==> src/rtl/csr_gate.sv <==
module csr_gate #(
  parameter int              DATA_W   = 32,
  parameter int              NREG     = 4,
  parameter logic [11:0]     ARR_BASE = 12'h340,
  parameter logic [11:0]     MCE_CSR  = 12'h306,
  parameter logic [11:0]     SCE_CSR  = 12'h106,
  parameter logic [11:0]     ID_CSR   = 12'hF14,
  parameter logic [DATA_W-1:0] ID_VAL = DATA_W'(5)
) (
  input  logic              clk,
  input  logic              rst_n,
  input  logic              req_valid,
  input  logic [11:0]       req_csr,
  input  logic [1:0]        req_priv,
  input  logic [1:0]        req_op,
  input  logic [DATA_W-1:0] req_src,
  input  logic              req_src_zero,
  output logic              rsp_valid,
  output logic              rsp_illegal,
  output logic [DATA_W-1:0] rsp_rdata,
  output logic              wr_en,
  output logic [11:0]       wr_csr,
  output logic [DATA_W-1:0] wr_data
);
  localparam int IW = (NREG > 1) ? $clog2(NREG) : 1;

  logic [DATA_W-1:0] mce, sce;
  logic [DATA_W-1:0] regs [NREG];

  logic [DATA_W-1:0] mask, newv, oldv, merged;
  logic [IW-1:0]     arr_idx;
  logic [4:0]        ctr_idx;
  logic              is_ctr, is_arr, is_mce, is_sce, is_id, impl;
  logic              priv_ok, ro_viol, ctr_ok, illegal, do_write;

  assign ctr_idx = req_csr[4:0];
  assign arr_idx = IW'(req_csr - ARR_BASE);
  assign is_ctr  = req_csr[11:5] == 7'b1100000;
  assign is_arr  = (req_csr >= ARR_BASE) && ({1'b0, req_csr} < ({1'b0, ARR_BASE} + 13'(NREG)));
  assign is_mce  = req_csr == MCE_CSR;
  assign is_sce  = req_csr == SCE_CSR;
  assign is_id   = req_csr == ID_CSR;
  assign impl    = is_ctr | is_arr | is_mce | is_sce | is_id;

  always_comb begin
    unique case (req_op)
      2'd0: begin mask = '0;                        newv = '0;      end
      2'd1: begin mask = '1;                        newv = req_src; end
      2'd2: begin mask = req_src_zero ? '0 : req_src; newv = '1;    end
      default: begin mask = req_src_zero ? '0 : req_src; newv = '0; end
    endcase
  end

  always_comb begin
    ctr_ok = 1'b1;
    if (req_priv < 2'd3) ctr_ok = ctr_ok & mce[ctr_idx];
    if (req_priv < 2'd1) ctr_ok = ctr_ok & sce[ctr_idx];
  end

  always_comb begin
    oldv = '0;
    if (is_ctr)      oldv = DATA_W'(ctr_idx);
    else if (is_mce) oldv = mce;
    else if (is_sce) oldv = sce;
    else if (is_id)  oldv = ID_VAL;
    else if (is_arr) oldv = regs[arr_idx];
  end

  assign priv_ok  = req_priv >= req_csr[9:8];
  assign ro_viol  = (req_csr[11:10] == 2'b11) && (mask != '0);
  assign illegal  = !impl || !priv_ok || ro_viol || (is_ctr && !ctr_ok);
  assign merged   = (oldv & ~mask) | (newv & mask);
  assign do_write = req_valid && !illegal && (mask != '0);

  always_ff @(posedge clk or negedge rst_n) begin
    if (!rst_n) begin
      mce <= '0;
      sce <= '0;
      for (int i = 0; i < NREG; i++) regs[i] <= '0;
    end else if (do_write) begin
      if (is_mce) mce <= merged;
      if (is_sce) sce <= merged;
      if (is_arr) regs[arr_idx] <= merged;
    end
  end

  always_ff @(posedge clk or negedge rst_n) begin
    if (!rst_n) begin
      rsp_valid   <= 1'b0;
      rsp_illegal <= 1'b0;
      rsp_rdata   <= '0;
      wr_en       <= 1'b0;
      wr_csr      <= '0;
      wr_data     <= '0;
    end else begin
      rsp_valid   <= req_valid;
      rsp_illegal <= req_valid && illegal;
      rsp_rdata   <= (req_valid && !illegal) ? oldv : '0;
      wr_en       <= do_write;
      wr_csr      <= do_write ? req_csr : '0;
      wr_data     <= do_write ? merged : '0;
    end
  end

  a_r1_low_priv_refused: assert property (@(posedge clk) disable iff (!rst_n)
    req_valid && (req_priv < req_csr[9:8]) |=> rsp_illegal);

  a_r2_readonly_never_written: assert property (@(posedge clk) disable iff (!rst_n)
    wr_en |-> wr_csr[11:10] != 2'b11);

  a_r8_plain_read_no_strobe: assert property (@(posedge clk) disable iff (!rst_n)
    req_valid && req_op == 2'd0 |=> !wr_en);

  a_r8_illegal_no_strobe: assert property (@(posedge clk) disable iff (!rst_n)
    rsp_illegal |-> !wr_en && rsp_rdata == '0);

  a_r4_set_bits_present: assert property (@(posedge clk) disable iff (!rst_n)
    req_valid && req_op == 2'd2 && !req_src_zero && req_csr[11:10] != 2'b11 && req_priv == 2'd3
      && req_csr == ARR_BASE |=> !wr_en || ((wr_data & $past(req_src)) == $past(req_src)));

  a_r9_idle_quiet: assert property (@(posedge clk) disable iff (!rst_n)
    !req_valid |=> !rsp_valid && !rsp_illegal && !wr_en);
endmodule

==> config.mk <==
export PLATFORM = sky130hd
export DESIGN_NAME = csr_gate
export DESIGN_NICKNAME = d
export VERILOG_FILES = /design/src/rtl/csr_gate.sv
export SDC_FILE = /design/constraint.sdc
export NUM_CORES = 1
export LEC_CHECK = 0
export CAP_MARGIN = 20
export CORE_ASPECT_RATIO = 1.5
export CORE_UTILIZATION = 62
export DETAILED_ROUTE_END_ITERATION = 10
export HOLD_SLACK_MARGIN = 0.05
export PLACE_DENSITY = 0.91
export SLEW_MARGIN = 10
export SYNTH_ARGS = -nofsm -noshare
export SYNTH_HDL_FRONTEND = slang
export SYNTH_SLANG_ARGS = --single-unit
==> constraint.sdc <==
create_clock -name clk -period 4.35 [get_ports clk]
set_clock_uncertainty 0.05 [all_clocks]
set_input_delay 0.435 -clock clk [delete_from_list [all_inputs] [get_ports clk]]
set_output_delay 0.435 -clock clk [all_outputs]
set_load 0.1 [all_outputs]
# After elaboration in Yosys (flattened, before gate mapping)

Index checks and enable logic that the tools add are counted.

Input bits: 52
Word-level logic and storage cells: 80
Flip-flop bits (word level): 271
Output and inout port bits: 79

Eq/ne operators: 7
$lt $le $gt $ge: 8
Mux-type cells: 23
Reduce and logical (&&, ||, !) cells: 19
Add/sub/neg operators: 1
Bitwise logic cells: 10

Operator list:

| kind                   | number |
|---|---|
| $mux W32               | 11 |
| $bwmux W128            | 1 |
| $pmux W32 S2           | 2 |
| $and A32 B32 Y32       | 2 |
| $bmux W32 S2           | 1 |
| $demux W32 S2          | 1 |
| $not A32 Y32           | 1 |
| $or A32 B32 Y32        | 1 |
| $reduce_bool A32 Y1    | 1 |
| $eq A12 B10 Y1 const B | 1 |
| $eq A12 B12 Y1 const B | 1 |
| $eq A12 B9 Y1 const B  | 1 |
| $ge A12 B10 Y1 const B | 1 |
| $lt A12 B10 Y1 const B | 1 |
| $mux W12               | 1 |
| $bmux W1 S5            | 2 |
| $eq A7 B7 Y1 const B   | 1 |
| $logic_and A1 B1 Y1    | 7 |
| $lt A5 B6 Y1 const B   | 1 |
| $reduce_and A2 Y1      | 3 |
| $eq A2 B2 Y1 const B   | 2 |
| $logic_not A1 Y1       | 4 |
| $mux W1                | 4 |
| $or A1 B1 Y1           | 4 |
| other kinds (11)       | 13 |

# Logic depth before layout (Yosys ltp)

Depth after elaboration: 14
Depth in mapped cells: 10
Gate-level depth less buffers: 8

# Least setup slack after synthesis

Ideal clock, no wire load.

Path type: input to register
Start: in req_csr[0]
End: reg regs[12] in the netlist's numbering
Cell stages on the path: 8
Library setup time: 0.125 ns
Path buffers: 3
Slack: 1.633 ns
Data arrival time: 2.542 ns
Required time: 4.175 ns
Cell sequence: buf_2 buf_2 buf_2 mux4_2 a22oi_1 o21ai_0 mux2_2 mux2_4

Cells in the longest elaborated chain, start to end: 14
Elaborated cells between the ends (all ways): 45

Ends and longest elaborated chain:

| element                                                 | line | RTL |
|---|---|---|
| start, declared                                         | 13   | `input logic [11:0] req_csr,` |
| $ge A12 B10 Y1 / $lt A12 B10 Y1 (equally long branches) | 39   | `assign is_arr = (req_csr >= ARR_BASE) && ({1'b0, req_csr} < ({1'b0, ARR_BASE} + 13'(NREG)));` |
| $logic_and A1 B1 Y1                                     | 39   |  |
| $or A1 B1 Y1 (4 in series)                              | 43   | `assign impl = is_ctr \| is_arr \| is_mce \| is_sce \| is_id;` |
| $logic_not A1 Y1                                        | 71   | `assign illegal = !impl \|\| !priv_ok \|\| ro_viol \|\| (is_ctr && !ctr_ok);` |
| $logic_or A1 B1 Y1 (3 in series)                        | 71   |  |
| $logic_not A1 Y1                                        | 73   | `assign do_write = req_valid && !illegal && (mask != '0);` |
| $logic_and A1 B1 Y1 (2 in series)                       | 73   |  |
| $reduce_and A2 Y1 (no line)                             | -    |  |
| end signal, assigned by index                           | 83   | `if (is_arr) regs[arr_idx] <= merged;` |
| end, declared                                           | 28   | `logic [DATA_W-1:0] regs [NREG];` |

Several ways; a longest one is shown, not always the timed one. The select of a mux whose other input is x is not followed.
A chain may end at the register's enable or synchronous reset.

# Worst setup path in the final report

Start: in req_src[24]
End: reg regs[10] in the netlist's numbering

Cells in the longest elaborated chain, start to end: 10

Ends and longest elaborated chain:

| element                          | line   | RTL |
|---|---|---|
| start, declared                  | 16     | `input logic [DATA_W-1:0] req_src,` |
| $mux W32 (*)                     | 49, 50 |  |
| $pmux W32 S2 (*)                 | 46     | `unique case (req_op)` |
| $reduce_bool A32 Y1 (*)          | 70, 73 |  |
| $logic_and A1 B1 Y1              | 70     | `assign ro_viol = (req_csr[11:10] == 2'b11) && (mask != '0);` |
| $logic_or A1 B1 Y1 (2 in series) | 71     |  |
| $logic_not A1 Y1                 | 73     |  |
| $logic_and A1 B1 Y1              | 73     |  |
| $logic_and A1 B1 Y1 (*)          | 73     |  |
| $reduce_and A2 Y1 (no line) (*)  | -      |  |

Mark *: on every way between the ends. The rest lies on a longest branch, timed or not.

==> flow_metrics.py <==
metrics = {
    "run_status": {
        "status": "completed",
    },
    "floorplan": {
        "fp.dieH_um": 179,
        "core_um2": 20400,
        "die_area_um2": 21500,
        "rows": 64,
        "initial_core_util_pct": 63.5,
        "io_pins": 131,
        "die_x_um": 120,
    },
    "place": {
        "dpl.hpwl_um": 22800,
        "postPlaceCellArea_um2": 14600,
        "dp.cells": 1357,
        "pre_cts_slack_ps": 673,
        "gp_congestion": 0.946,
        "io_buffers": 130,
    },
    "cts": {
        "cts.sinks": 271,
        "cts-root-buf": "clkbuf_16",
        "cts_hold_buf": 1,
        "post_cts_resized": 0,
        "insertion_delay_ps": 550,
        "clockBufferDepth": 3,
        "cts_buffers": 26,
        "cts_tree": "yes",
        "cts_setup_buffers": 0,
        "path_clk_slew_ps": 70,
        "cts_max_level": 1,
    },
    "hold_path": {
        "min_from": "req_valid",
        "whs_endpoint": "rsp_valid",
        "min_path_cells": 1,
        "hp-class": "input pin to flip-flop",
    },
    "synth": {
        "synth.yosys.warnings": 0,
        "synth_edf_count": 0,
        "yosysMostFrequentCell": "dfrtp_1",
        "synth-main-ff-cell": "dfrtp_1",
        "synth_area_leaders": "dfrtp_1 (52%), mux2_2 (16%), mux4_2 (7.1%)",
        "syn_inst": 996,
        "synth_commonest_cells": "dfrtp_1 (271), mux2_2 (189), a21oi_1 (67)",
        "synthArstFlopShare_pct": 100,
        "syn-cell-area_um2": 13000,
        "synth.avg_cell_area_um2": 13.0,
        "yosysTopAreaCellShare_pct": 52.3,
        "ys_ff_latch": 271,
        "synth_top_cell_by_area": "dfrtp_1",
        "synth_cell_types": 60,
        "ys_seq_area_share_pct": 52.3,
    },
    "sta": {
        "fin_crit_ps": 3190,
        "rsz0062_at_grt": "no",
        "max_freq_ghz": 0.313,
        "worstMarginPinSlew_ps": 1020,
        "finalSetupViolations": 0,
        "finalHoldViolations": 0,
        "slew_viol_final": 0,
        "finalCritPeriodShare_pct": 73.3,
        "final.setup.tns_ps": 0,
        "worst_slack_ps": 1160,
        "relSlewSlack_pct": 32.0,
    },
    "detailed_routing": {
        "wl_met2_um": 18700,
        "vias": 9457,
        "remaining_drc_errors": 0,
        "routedWlPerCell_um": 26.5,
        "postRouteAntennaNets": 0,
        "wl_met1_um": 13500,
        "via_per_inst": 6.73,
        "met3_length_um": 2970,
        "highest_layer": "met4",
        "drt_iter0_markers": 863,
        "firstDrtPassIters": 5,
        "routed_wl_um": 37300,
    },
    "grt": {
        "grt_use_total_pct": 35.5,
        "grt_pass1_wl_um": 57100,
        "grt_start_max_net_pins": 126,
        "antenna_found_initial": 0,
        "first_global_vias": 10015,
        "gr-total-overflow": 0,
    },
    "final_layout": {
        "regArea_um2": 6780,
        "antenna_cells": 0,
        "nets": 1178,
        "multi_input_comb_area_um2": 5850,
        "fillerInstances": 1178,
        "fin_cells": 1406,
        "final_cell_area_um2": 15700,
        "drive_above_1_share_pct": 31.0,
        "synthToLayoutAreaGrowth_pct": 20.8,
    },
    "critical_path": {
        "r2r_end": "rsp_rdata[3]",
        "cp-end-kind": "flip-flop",
        "crit_top_cell": "buf_4",
        "r2r_start": "sce[3]",
        "r2r_setup_slack_ps": 1980,
        "cp_slowest_cell": "clkdlybuf4s50_1",
        "critPathRequiredTime_ps": 4730,
        "crit_path_max_incr_delay_ps": 480,
        "worstPathCellList": "clkdlybuf4s50_1 > nor4_1 > buf_4 > nand4_1 > o21ai_0 > nor2b_1 > or4_4 > buf_4 > mux2_4",
        "reg2reg_depth": 6,
        "critPathArrivalTime_ps": 3580,
        "critPathKind": "input pin to flip-flop",
        "startpoint_type": "input pin",
        "cp_max_fo": 14,
        "crit_start": "req_src[24]",
    },
    "pwr": {
        "p_leak_uw": 0.00726,
        "ir_worst_vdd_mv": 0.381,
        "p_per_area_nw_per_um2": 360,
    },
    "flow_run": {
        "cap_violations": 0,
    },
}
## stage by stage
step | utilization, % | hold slack (ps) | power (uW)
after floorplan | - | 89.4 | 2760
final | 76.7 | 361 | 5640
after global routing | 76.7 | 359 | 5760
after global placement | 71.5 | 422 | 2940
after CTS | 76.7 | 356 | 5640
after detailed placement | 71.5 | 437 | 2950
## layout make-up
class | instances | area share, %
clock buffers | 30 | 4.51
clock inverters | 18 | 2.13
inverters | 11 | 0.264
multi-input cells | 650 | 37.4
flip-flops and latches | 271 | 43.3
well taps | 264 | 2.11
repair buffers | 162 | 10.3
## how the worst max path moves through the flow
| stage | endpoint |
|---|---|
| 2_1_floorplan | regs[12] |
| 5_1_grt | regs[8] |
| 3_3_place_gp | regs[10] |
| 6_report | regs[10] |
| 3_5_place_dp | regs[12] |
| 4_1_cts | regs[10] |
## placed cells by master (no fill, tap or decap), types with 5 or more instances in the layout
cell type / instances
dfrtp_1: 271
a31oi_1: 5
bufinv_16: 9
mux2i_1: 13
clkbuf_16: 26
nand3_1: 12
nand2_1: 33
nor2_1: 43
clkinv_2: 5
mux4_2: 41
mux2_2: 189
conb_1: 6
o21ai_0: 33
a22oi_1: 34
nor4_1: 9
a21oi_1: 67
nor3_1: 9
clkdlybuf4s50_1: 127
nand4_1: 6
buf_4: 25
nor2b_1: 66
buf_12: 6
mux2_4: 30
inv_1: 11
## routing by layer
layer | GRT usage [%] | up-vias
met3 | 6.20 | 178
li1 | - | 3896
met1 | 43.5 | 4792
met4 | 19.6 | 0
met5 | 0 | -
met2 | 59.8 | 591
## power by group
group,internal (uW),switching (uW)
sequential,2520,1.60
combinational,129,262
clock,1700,1020
total,4350,1290
## critical path: cells and delay by family
kind	cells	cell delay, ps
mux	1	310
compound gates	1	400
buf+inv	3	940
simple gates	4	1490
## flip-flops by register name, summed over array words and instances, names as in the netlist
name	cells
wr_data	32
rsp_illegal	1
mce	32
rsp_rdata	32
wr_csr	12
rsp_valid	1
wr_en	1
regs	128
sce	32
## cell families (layout without fill, tap and decap cells)
family	Yosys count	after routing	synth area share (%)
other	1	6	0.0289
flip-flops	271	271	52.3
AND/OR/NAND/NOR	202	202	8.52
AO/OA/AOI/OAI	164	164	7.80
multiplexers	274	274	28.1
buffers and inverters	80	221	2.82
adder cells (fa/ha/maj)	4	4	0.386
(Power assumes the default switching activity.)
